[src/rtl/sio_tx_pkg.sv]
package sio_tx_pkg;

  typedef enum logic [1:0] {
    SH_IDLE = 2'd0,
    SH_DATA = 2'd1,
    SH_STOP = 2'd2
  } sh_state_e;

  localparam logic [2:0] CMD_CLR_TX_PEND = 3'd5;

  // length code is not monotonic: 00=5, 01=7, 10=6, 11=8
  function automatic logic [3:0] char_bits(input logic [1:0] code);
    case (code)
      2'b00:   char_bits = 4'd5;
      2'b01:   char_bits = 4'd7;
      2'b10:   char_bits = 4'd6;
      default: char_bits = 4'd8;
    endcase
  endfunction

endpackage

[src/rtl/sio_tx_cfg.sv]
module sio_tx_cfg
  import sio_tx_pkg::*;
#(
  parameter int OVS = 16,
  parameter int BLW = $clog2(OVS + 1),
  parameter int SLW = $clog2(2 * OVS + 1)
) (
  input  logic [7:0]     mode_i,
  input  logic [7:0]     fmt_i,
  output logic           en_o,
  output logic           brk_o,
  output logic           rts_o,
  output logic           dtr_o,
  output logic [3:0]     len_o,
  output logic           par_en_o,
  output logic           par_odd_o,
  output logic           stop_ok_o,
  output logic [BLW-1:0] bit_len_o,
  output logic [SLW-1:0] stop_len_o
);

  logic [BLW-1:0] half_len;
  logic           unused_cfg;

  assign unused_cfg = ^{mode_i[2], mode_i[0], fmt_i[7], fmt_i[5:4]};

  assign en_o      = mode_i[3];
  assign brk_o     = mode_i[4];
  assign rts_o     = mode_i[1];
  assign dtr_o     = mode_i[7];
  assign len_o     = char_bits(mode_i[6:5]);
  assign par_en_o  = fmt_i[0];
  assign par_odd_o = ~fmt_i[1];
  assign stop_ok_o = (fmt_i[3:2] != 2'b00);

  always_comb begin
    bit_len_o = fmt_i[6] ? BLW'(OVS)     : BLW'(1);
    half_len  = fmt_i[6] ? BLW'(OVS / 2) : BLW'(1);
    case (fmt_i[3:2])
      2'b01:   stop_len_o = SLW'(bit_len_o);
      2'b10:   stop_len_o = SLW'(bit_len_o) + SLW'(half_len);
      2'b11:   stop_len_o = SLW'(bit_len_o) + SLW'(bit_len_o);
      default: stop_len_o = '0;
    endcase
  end

endmodule

[src/rtl/sio_tx_frame.sv]
module sio_tx_frame #(
  parameter int DW  = 8,
  parameter int FW  = DW + 2,
  parameter int NBW = $clog2(FW + 1)
) (
  input  logic [DW-1:0]  data_i,
  input  logic [3:0]     len_i,
  input  logic           par_en_i,
  input  logic           par_odd_i,
  output logic [FW-1:0]  frame_o,
  output logic [NBW-1:0] nbits_o
);

  logic par_bit;

  always_comb begin
    frame_o    = '1;
    frame_o[0] = 1'b0;
    par_bit    = par_odd_i;
    for (int i = 0; i < DW; i++) begin
      if (i < int'(len_i)) begin
        frame_o[i+1] = data_i[i];
        par_bit      = par_bit ^ data_i[i];
      end
    end
    for (int j = 1; j < FW; j++) begin
      if (par_en_i && j == int'(len_i) + 1) frame_o[j] = par_bit;
    end
    nbits_o = NBW'(1 + int'(len_i) + (par_en_i ? 1 : 0));
  end

endmodule

[src/rtl/sio_tx_hold.sv]
module sio_tx_hold #(
  parameter int DW = 8
) (
  input  logic          clk_i,
  input  logic          rst_ni,
  input  logic          we_i,
  input  logic [DW-1:0] data_i,
  input  logic          take_i,
  input  logic          irq_en_i,
  input  logic          clr_i,
  output logic [DW-1:0] data_o,
  output logic          full_o,
  output logic          pend_o
);

  always_ff @(posedge clk_i or negedge rst_ni) begin
    if (!rst_ni) begin
      data_o <= '0;
      full_o <= 1'b0;
    end else if (take_i) begin
      full_o <= 1'b0;
    end else if (we_i && !full_o) begin
      data_o <= data_i;
      full_o <= 1'b1;
    end
  end

  // a new set wins over a clear in the same cycle
  always_ff @(posedge clk_i or negedge rst_ni) begin
    if (!rst_ni)                  pend_o <= 1'b0;
    else if (take_i && irq_en_i)  pend_o <= 1'b1;
    else if (clr_i)               pend_o <= 1'b0;
  end

endmodule

[src/rtl/sio_tx_shift.sv]
module sio_tx_shift
  import sio_tx_pkg::*;
#(
  parameter int FW  = 10,
  parameter int NBW = 4,
  parameter int BLW = 5,
  parameter int SLW = 6
) (
  input  logic           clk_i,
  input  logic           rst_ni,
  input  logic           tick_i,
  input  logic           load_i,
  input  logic           abort_i,
  input  logic [FW-1:0]  frame_i,
  input  logic [NBW-1:0] nbits_i,
  input  logic [BLW-1:0] bit_len_i,
  input  logic [SLW-1:0] stop_len_i,
  output logic           idle_o,
  output logic           ser_o
);

  sh_state_e      state_q;
  logic [FW-1:0]  sh_q;
  logic [NBW-1:0] bits_left_q;
  logic [BLW-1:0] tick_cnt_q, blen_q;
  logic [SLW-1:0] stop_cnt_q, slen_q;

  always_ff @(posedge clk_i or negedge rst_ni) begin
    if (!rst_ni) begin
      state_q     <= SH_IDLE;
      sh_q        <= '1;
      bits_left_q <= '0;
      tick_cnt_q  <= '0;
      blen_q      <= '0;
      stop_cnt_q  <= '0;
      slen_q      <= '0;
    end else if (abort_i) begin
      state_q <= SH_IDLE;
    end else begin
      case (state_q)
        SH_IDLE: if (load_i) begin
          state_q     <= SH_DATA;
          sh_q        <= frame_i;
          bits_left_q <= nbits_i;
          tick_cnt_q  <= '0;
          blen_q      <= bit_len_i;
          slen_q      <= stop_len_i;
        end
        SH_DATA: if (tick_i) begin
          if (tick_cnt_q + BLW'(1) == blen_q) begin
            tick_cnt_q  <= '0;
            sh_q        <= {1'b1, sh_q[FW-1:1]};
            bits_left_q <= bits_left_q - NBW'(1);
            if (bits_left_q == NBW'(1)) begin
              state_q    <= SH_STOP;
              stop_cnt_q <= slen_q;
            end
          end else begin
            tick_cnt_q <= tick_cnt_q + BLW'(1);
          end
        end
        SH_STOP: if (tick_i) begin
          if (stop_cnt_q == SLW'(1)) state_q <= SH_IDLE;
          else                        stop_cnt_q <= stop_cnt_q - SLW'(1);
        end
        default: state_q <= SH_IDLE;
      endcase
    end
  end

  assign idle_o = (state_q == SH_IDLE);
  assign ser_o  = (state_q == SH_DATA) ? sh_q[0] : 1'b1;

endmodule

[src/rtl/sio_tx.sv]
module sio_tx
  import sio_tx_pkg::*;
#(
  parameter int DATA_W = 8,
  parameter int OVS    = 16
) (
  input  logic              clk_i,
  input  logic              rst_ni,
  input  logic [DATA_W-1:0] data_i,
  input  logic              data_we_i,
  input  logic [7:0]        mode_i,
  input  logic [7:0]        fmt_i,
  input  logic              tx_irq_en_i,
  input  logic [7:0]        cmd_i,
  input  logic              cmd_we_i,
  input  logic              tick_i,
  output logic              txd_o,
  output logic              rts_o,
  output logic              dtr_o,
  output logic              buf_empty_o,
  output logic              irq_pend_o
);

  localparam int FW  = DATA_W + 2;
  localparam int NBW = $clog2(FW + 1);
  localparam int BLW = $clog2(OVS + 1);
  localparam int SLW = $clog2(2 * OVS + 1);

  logic              en, brk, par_en, par_odd, stop_ok;
  logic [3:0]        len;
  logic [BLW-1:0]    bit_len;
  logic [SLW-1:0]    stop_len;
  logic [DATA_W-1:0] hold_data;
  logic              hold_full, take, clr, sh_idle, ser;
  logic [FW-1:0]     frame;
  logic [NBW-1:0]    nbits;
  logic              unused_cmd;

  assign unused_cmd = ^{cmd_i[7:6], cmd_i[2:0]};

  sio_tx_cfg #(.OVS(OVS), .BLW(BLW), .SLW(SLW)) u_cfg (
    .mode_i     (mode_i),
    .fmt_i      (fmt_i),
    .en_o       (en),
    .brk_o      (brk),
    .rts_o      (rts_o),
    .dtr_o      (dtr_o),
    .len_o      (len),
    .par_en_o   (par_en),
    .par_odd_o  (par_odd),
    .stop_ok_o  (stop_ok),
    .bit_len_o  (bit_len),
    .stop_len_o (stop_len)
  );

  assign take = hold_full & sh_idle & en & ~brk & stop_ok;
  assign clr  = cmd_we_i && (cmd_i[5:3] == CMD_CLR_TX_PEND);

  sio_tx_hold #(.DW(DATA_W)) u_hold (
    .clk_i    (clk_i),
    .rst_ni   (rst_ni),
    .we_i     (data_we_i),
    .data_i   (data_i),
    .take_i   (take),
    .irq_en_i (tx_irq_en_i),
    .clr_i    (clr),
    .data_o   (hold_data),
    .full_o   (hold_full),
    .pend_o   (irq_pend_o)
  );

  sio_tx_frame #(.DW(DATA_W), .FW(FW), .NBW(NBW)) u_frame (
    .data_i    (hold_data),
    .len_i     (len),
    .par_en_i  (par_en),
    .par_odd_i (par_odd),
    .frame_o   (frame),
    .nbits_o   (nbits)
  );

  sio_tx_shift #(.FW(FW), .NBW(NBW), .BLW(BLW), .SLW(SLW)) u_shift (
    .clk_i      (clk_i),
    .rst_ni     (rst_ni),
    .tick_i     (tick_i),
    .load_i     (take),
    .abort_i    (brk | ~en),
    .frame_i    (frame),
    .nbits_i    (nbits),
    .bit_len_i  (bit_len),
    .stop_len_i (stop_len),
    .idle_o     (sh_idle),
    .ser_o      (ser)
  );

  assign txd_o       = ~brk & ser;
  assign buf_empty_o = ~hold_full;

endmodule

[config.mk]
export PLATFORM = sky130hd
export DESIGN_NAME = sio_tx
export DESIGN_NICKNAME = d
export VERILOG_FILES = /design/src/rtl/sio_tx_pkg.sv /design/src/rtl/sio_tx_cfg.sv /design/src/rtl/sio_tx_frame.sv /design/src/rtl/sio_tx_hold.sv /design/src/rtl/sio_tx_shift.sv /design/src/rtl/sio_tx.sv
export SDC_FILE = /design/constraint.sdc
export NUM_CORES = 1
export LEC_CHECK = 0
export BUFFER_PORTS_ARGS = -buffer_cell sky130_fd_sc_hd__clkbuf_2
export CAP_MARGIN = 15
export CORE_ASPECT_RATIO = 0.5
export CORE_MARGIN = 4
export CORE_UTILIZATION = 47
export DETAILED_ROUTE_END_ITERATION = 8
export PLACE_DENSITY = 0.68
export SKIP_CTS_REPAIR_TIMING = 1
export SLEW_MARGIN = 25
export SYNTH_ARGS = -nofsm -noshare
export SYNTH_HDL_FRONTEND = slang
export SYNTH_SLANG_ARGS = --single-unit
[constraint.sdc]
create_clock -name clk_i -period 2.45 [get_ports clk_i]
set_input_delay 0.245 -clock clk_i [delete_from_list [all_inputs] [get_ports clk_i]]
set_output_delay 0.245 -clock clk_i [all_outputs]
set_load 0.03 [all_outputs]
==> metrics.txt <==
iteration-0 DRC count of the detailed router 167; sw power ~0.99 mW; first-pass GRT wire length 10,100 µm; sequential cell area around 0.0011 mm²; Required @ worst endpoint about 2.7 ns; Critical R2R Launch u_shift.tick_cnt_q[0]; dpl ws 0.0684 ns; footprint of the multi-input gates 0.00146 mm²; Setup violations, final 0; Die Ht 61.6 µm; maximum VDD drop 0.000494 V; # fillers 495; fin nets 379; dpl cell area 0.00295 mm²; Lkg Pwr 1.37 nW; clk sinks 44; total power 2.97 mW; Post-synth EDFFs 0; cell depth of the worst flop-to-flop path 7; crit start category register; min setup slack post-route 0.174 ns; max_cap viols 0; sequential-to-total area share from yosys stat approximately two fifths; final antenna diode count 0; status finished clean; Tot GR Track Use 18.3%; Routed wire per std cell 15.0 µm; clock skew 0.00721 ns; CP endpoint kind register; WP data arrival 2.50 ns; Post-DP HPWL 4430 µm; Post-synth ARST share 100%; RR Endpoint u_shift.sh_q[9]; routed wire length 6010 µm; fmax 0.439 GHz; Slew headroom 44.8%; Avg Vias per Cell 5.70; Util after Layout 56.6%; register bit total from synthesis 44; Buffers on Ports 28; TritonCTS buffer count 5; Ys Warns 0; Finished Cell Area 0.00312 mm²; Netlist cell types 51; Internal Power a little under 2 mW; Least-Margin Pin Slew 0.828 ns; Initial Utilization between 40% and 50%; layout cell share with drive strength beyond 1 21.0%; crit path time final about 2.3 ns; Avg Cell Area, Syn ~9.2 µm²; Clk pwr share between 20% and 30%; Post-Layout Cell Count between 400 and 500; final setup TNS 0 ns; commonest non-fill, non-tap cells in the layout dfrtp_1 (34), clkbuf_2 (27), nand2_1 (26); syn_nets 346; clock root buffer clkbuf_16; RSZ-0062 raised after global routing false; Area Growth Syn to Fin 15.3%; total number of vias 2,285; initial antenna violation count 0; combinational share of power 35.5%; hold crit path type in -> async; critical path class reg -> reg; Ports 43; Flop pwr share 39.4%; period utilisation layout 92.9%; Clock Latency Late Sink 0.28 ns; Netlist Area Pre-Place 0.00271 mm²; FF-to-FF setup slack 0.17 ns; Placed Cells 393; DRT antenna net count 0; worst-path maximum fanout 12; clock edge transition at the registers on the reported setup and hold paths 0.06 ns; final hold violations 0; Die ar. 0.00711 mm²; CTS HTree Levels 2; Die W 115 µm; first drt pass iteration count 4; core area ~0.0055 mm²; # rows 19; clock buffer depth 2; fin. max-slew vios 0; Cells after Synth 294; pin count of the biggest net entering global routing 37; most common cell after layout, fill and taps aside dfrtp_1; Pwr per Cell Area 953 mW/mm²; vias in the first global route 2,249; WHS 0.0650 ns; grt total ovfl 0; DRC 0; RePlAce Congestion 0.894; CTS tree built; sw frac between 30% and 40%; ys flop type dfrtp_1
[registers in the layout, summed over array words and instances, names as in the netlist]
| name | cells |
|---|---|
| u_hold.full_o | 1 |
| u_shift.state_q | 2 |
| u_shift.sh_q | 10 |
| u_hold.pend_o | 1 |
| u_hold.data_o | 8 |
| u_shift.tick_cnt_q | 5 |
| u_shift.bits_left_q | 4 |
| u_shift.blen_q | 2 |
| u_shift.slen_q | 5 |
| u_shift.stop_cnt_q | 6 |
[area by class of cell]
cell class	count	share of cell area (%)
Sequential cell	44	35.7
Inverter	16	1.93
Timing Repair Buffer	40	7.38
Tap cell	73	2.93
Clock inverter	1	0.963
Clock buffer	7	4.25
Multi-Input combinational cell	220	46.9
[logic make-up after synthesis]
family	Yosys count	share of synthesized area [%]
buffers and inverters	30	5.13
multiplexers	6	2.50
adder cells (fa/ha/maj)	14	6.48
AND/OR/NAND/NOR	98	18.1
AO/OA/AOI/OAI	87	21.3
XOR/XNOR	15	5.37
flip-flops	44	41.2
[critical path: stages, from the launching register on]
cell and delay (ns):
dfrtp_1 0.43, ha_1 0.25, nor2b_1 0.15, or4_4 0.56, o31a_4 0.37, nor2_1 0.11, buf_4 0.18, o32a_1 0.16
[worst max-delay path by stage]
stage / start / end / slack, ns / cells after the start
3_3_place_gp: u_shift.tick_cnt_q[0] / u_shift.sh_q[9] / 0.12 / 7
6_report: u_shift.tick_cnt_q[0] / u_shift.sh_q[9] / 0.17 / 7
4_1_cts: u_shift.tick_cnt_q[0] / u_shift.sh_q[9] / 0.04 / 7
2_1_floorplan: u_shift.tick_cnt_q[0] / u_shift.stop_cnt_q[2] / 0.26 / 7
5_1_grt: u_shift.tick_cnt_q[0] / u_shift.bits_left_q[1] / 0.05 / 7
3_5_place_dp: u_shift.tick_cnt_q[0] / u_shift.sh_q[9] / 0.07 / 7
[power groups by stage]
stage	clock network (mW)	logic (mW)	registers (mW)
after floorplan	0	0.756	1.14
after global placement	0	0.996	1.17
after detailed placement	0	1.04	1.18
after CTS	0.771	1.05	1.17
after global routing	0.792	1.16	1.20
final	0.748	1.05	1.17
[metal layers]
layer | vias up | share of wire [%] | global-route usage, %
li1 | 1115 | - | -
met1 | 1096 | 45 | 22.7
met2 | 68 | 48 | 32.6
met3 | 6 | 5.9 | 3.93
met4 | 0 | 1.3 | 6.35
met5 | - | 0 | 0
[synthesized netlist by cell type, types with 3 or more instances]
cell,n,share of area (%)
o21ai_1,4,0.74
ha_1,14,6.5
nand4_1,4,0.92
nor3_1,8,1.5
nor2_1,19,2.6
o21ai_0,20,3.7
nand3_1,10,1.9
nor2b_1,10,2.3
mux2_2,6,2.5
o31ai_1,4,1.1
dfstp_2,10,9.7
clkbuf_1,6,0.83
inv_1,16,2.2
buf_2,3,0.55
a22o_1,3,0.97
dfrtp_1,34,31
a21oi_1,22,4.1
buf_4,4,1.1
xor2_1,4,1.3
nand2_1,26,3.6
a31oi_1,10,2.3
a32o_1,3,1.1
nand2b_1,10,2.3
xnor2_1,10,3.2
No activity file was read; power rests on OpenSTA's default activity.
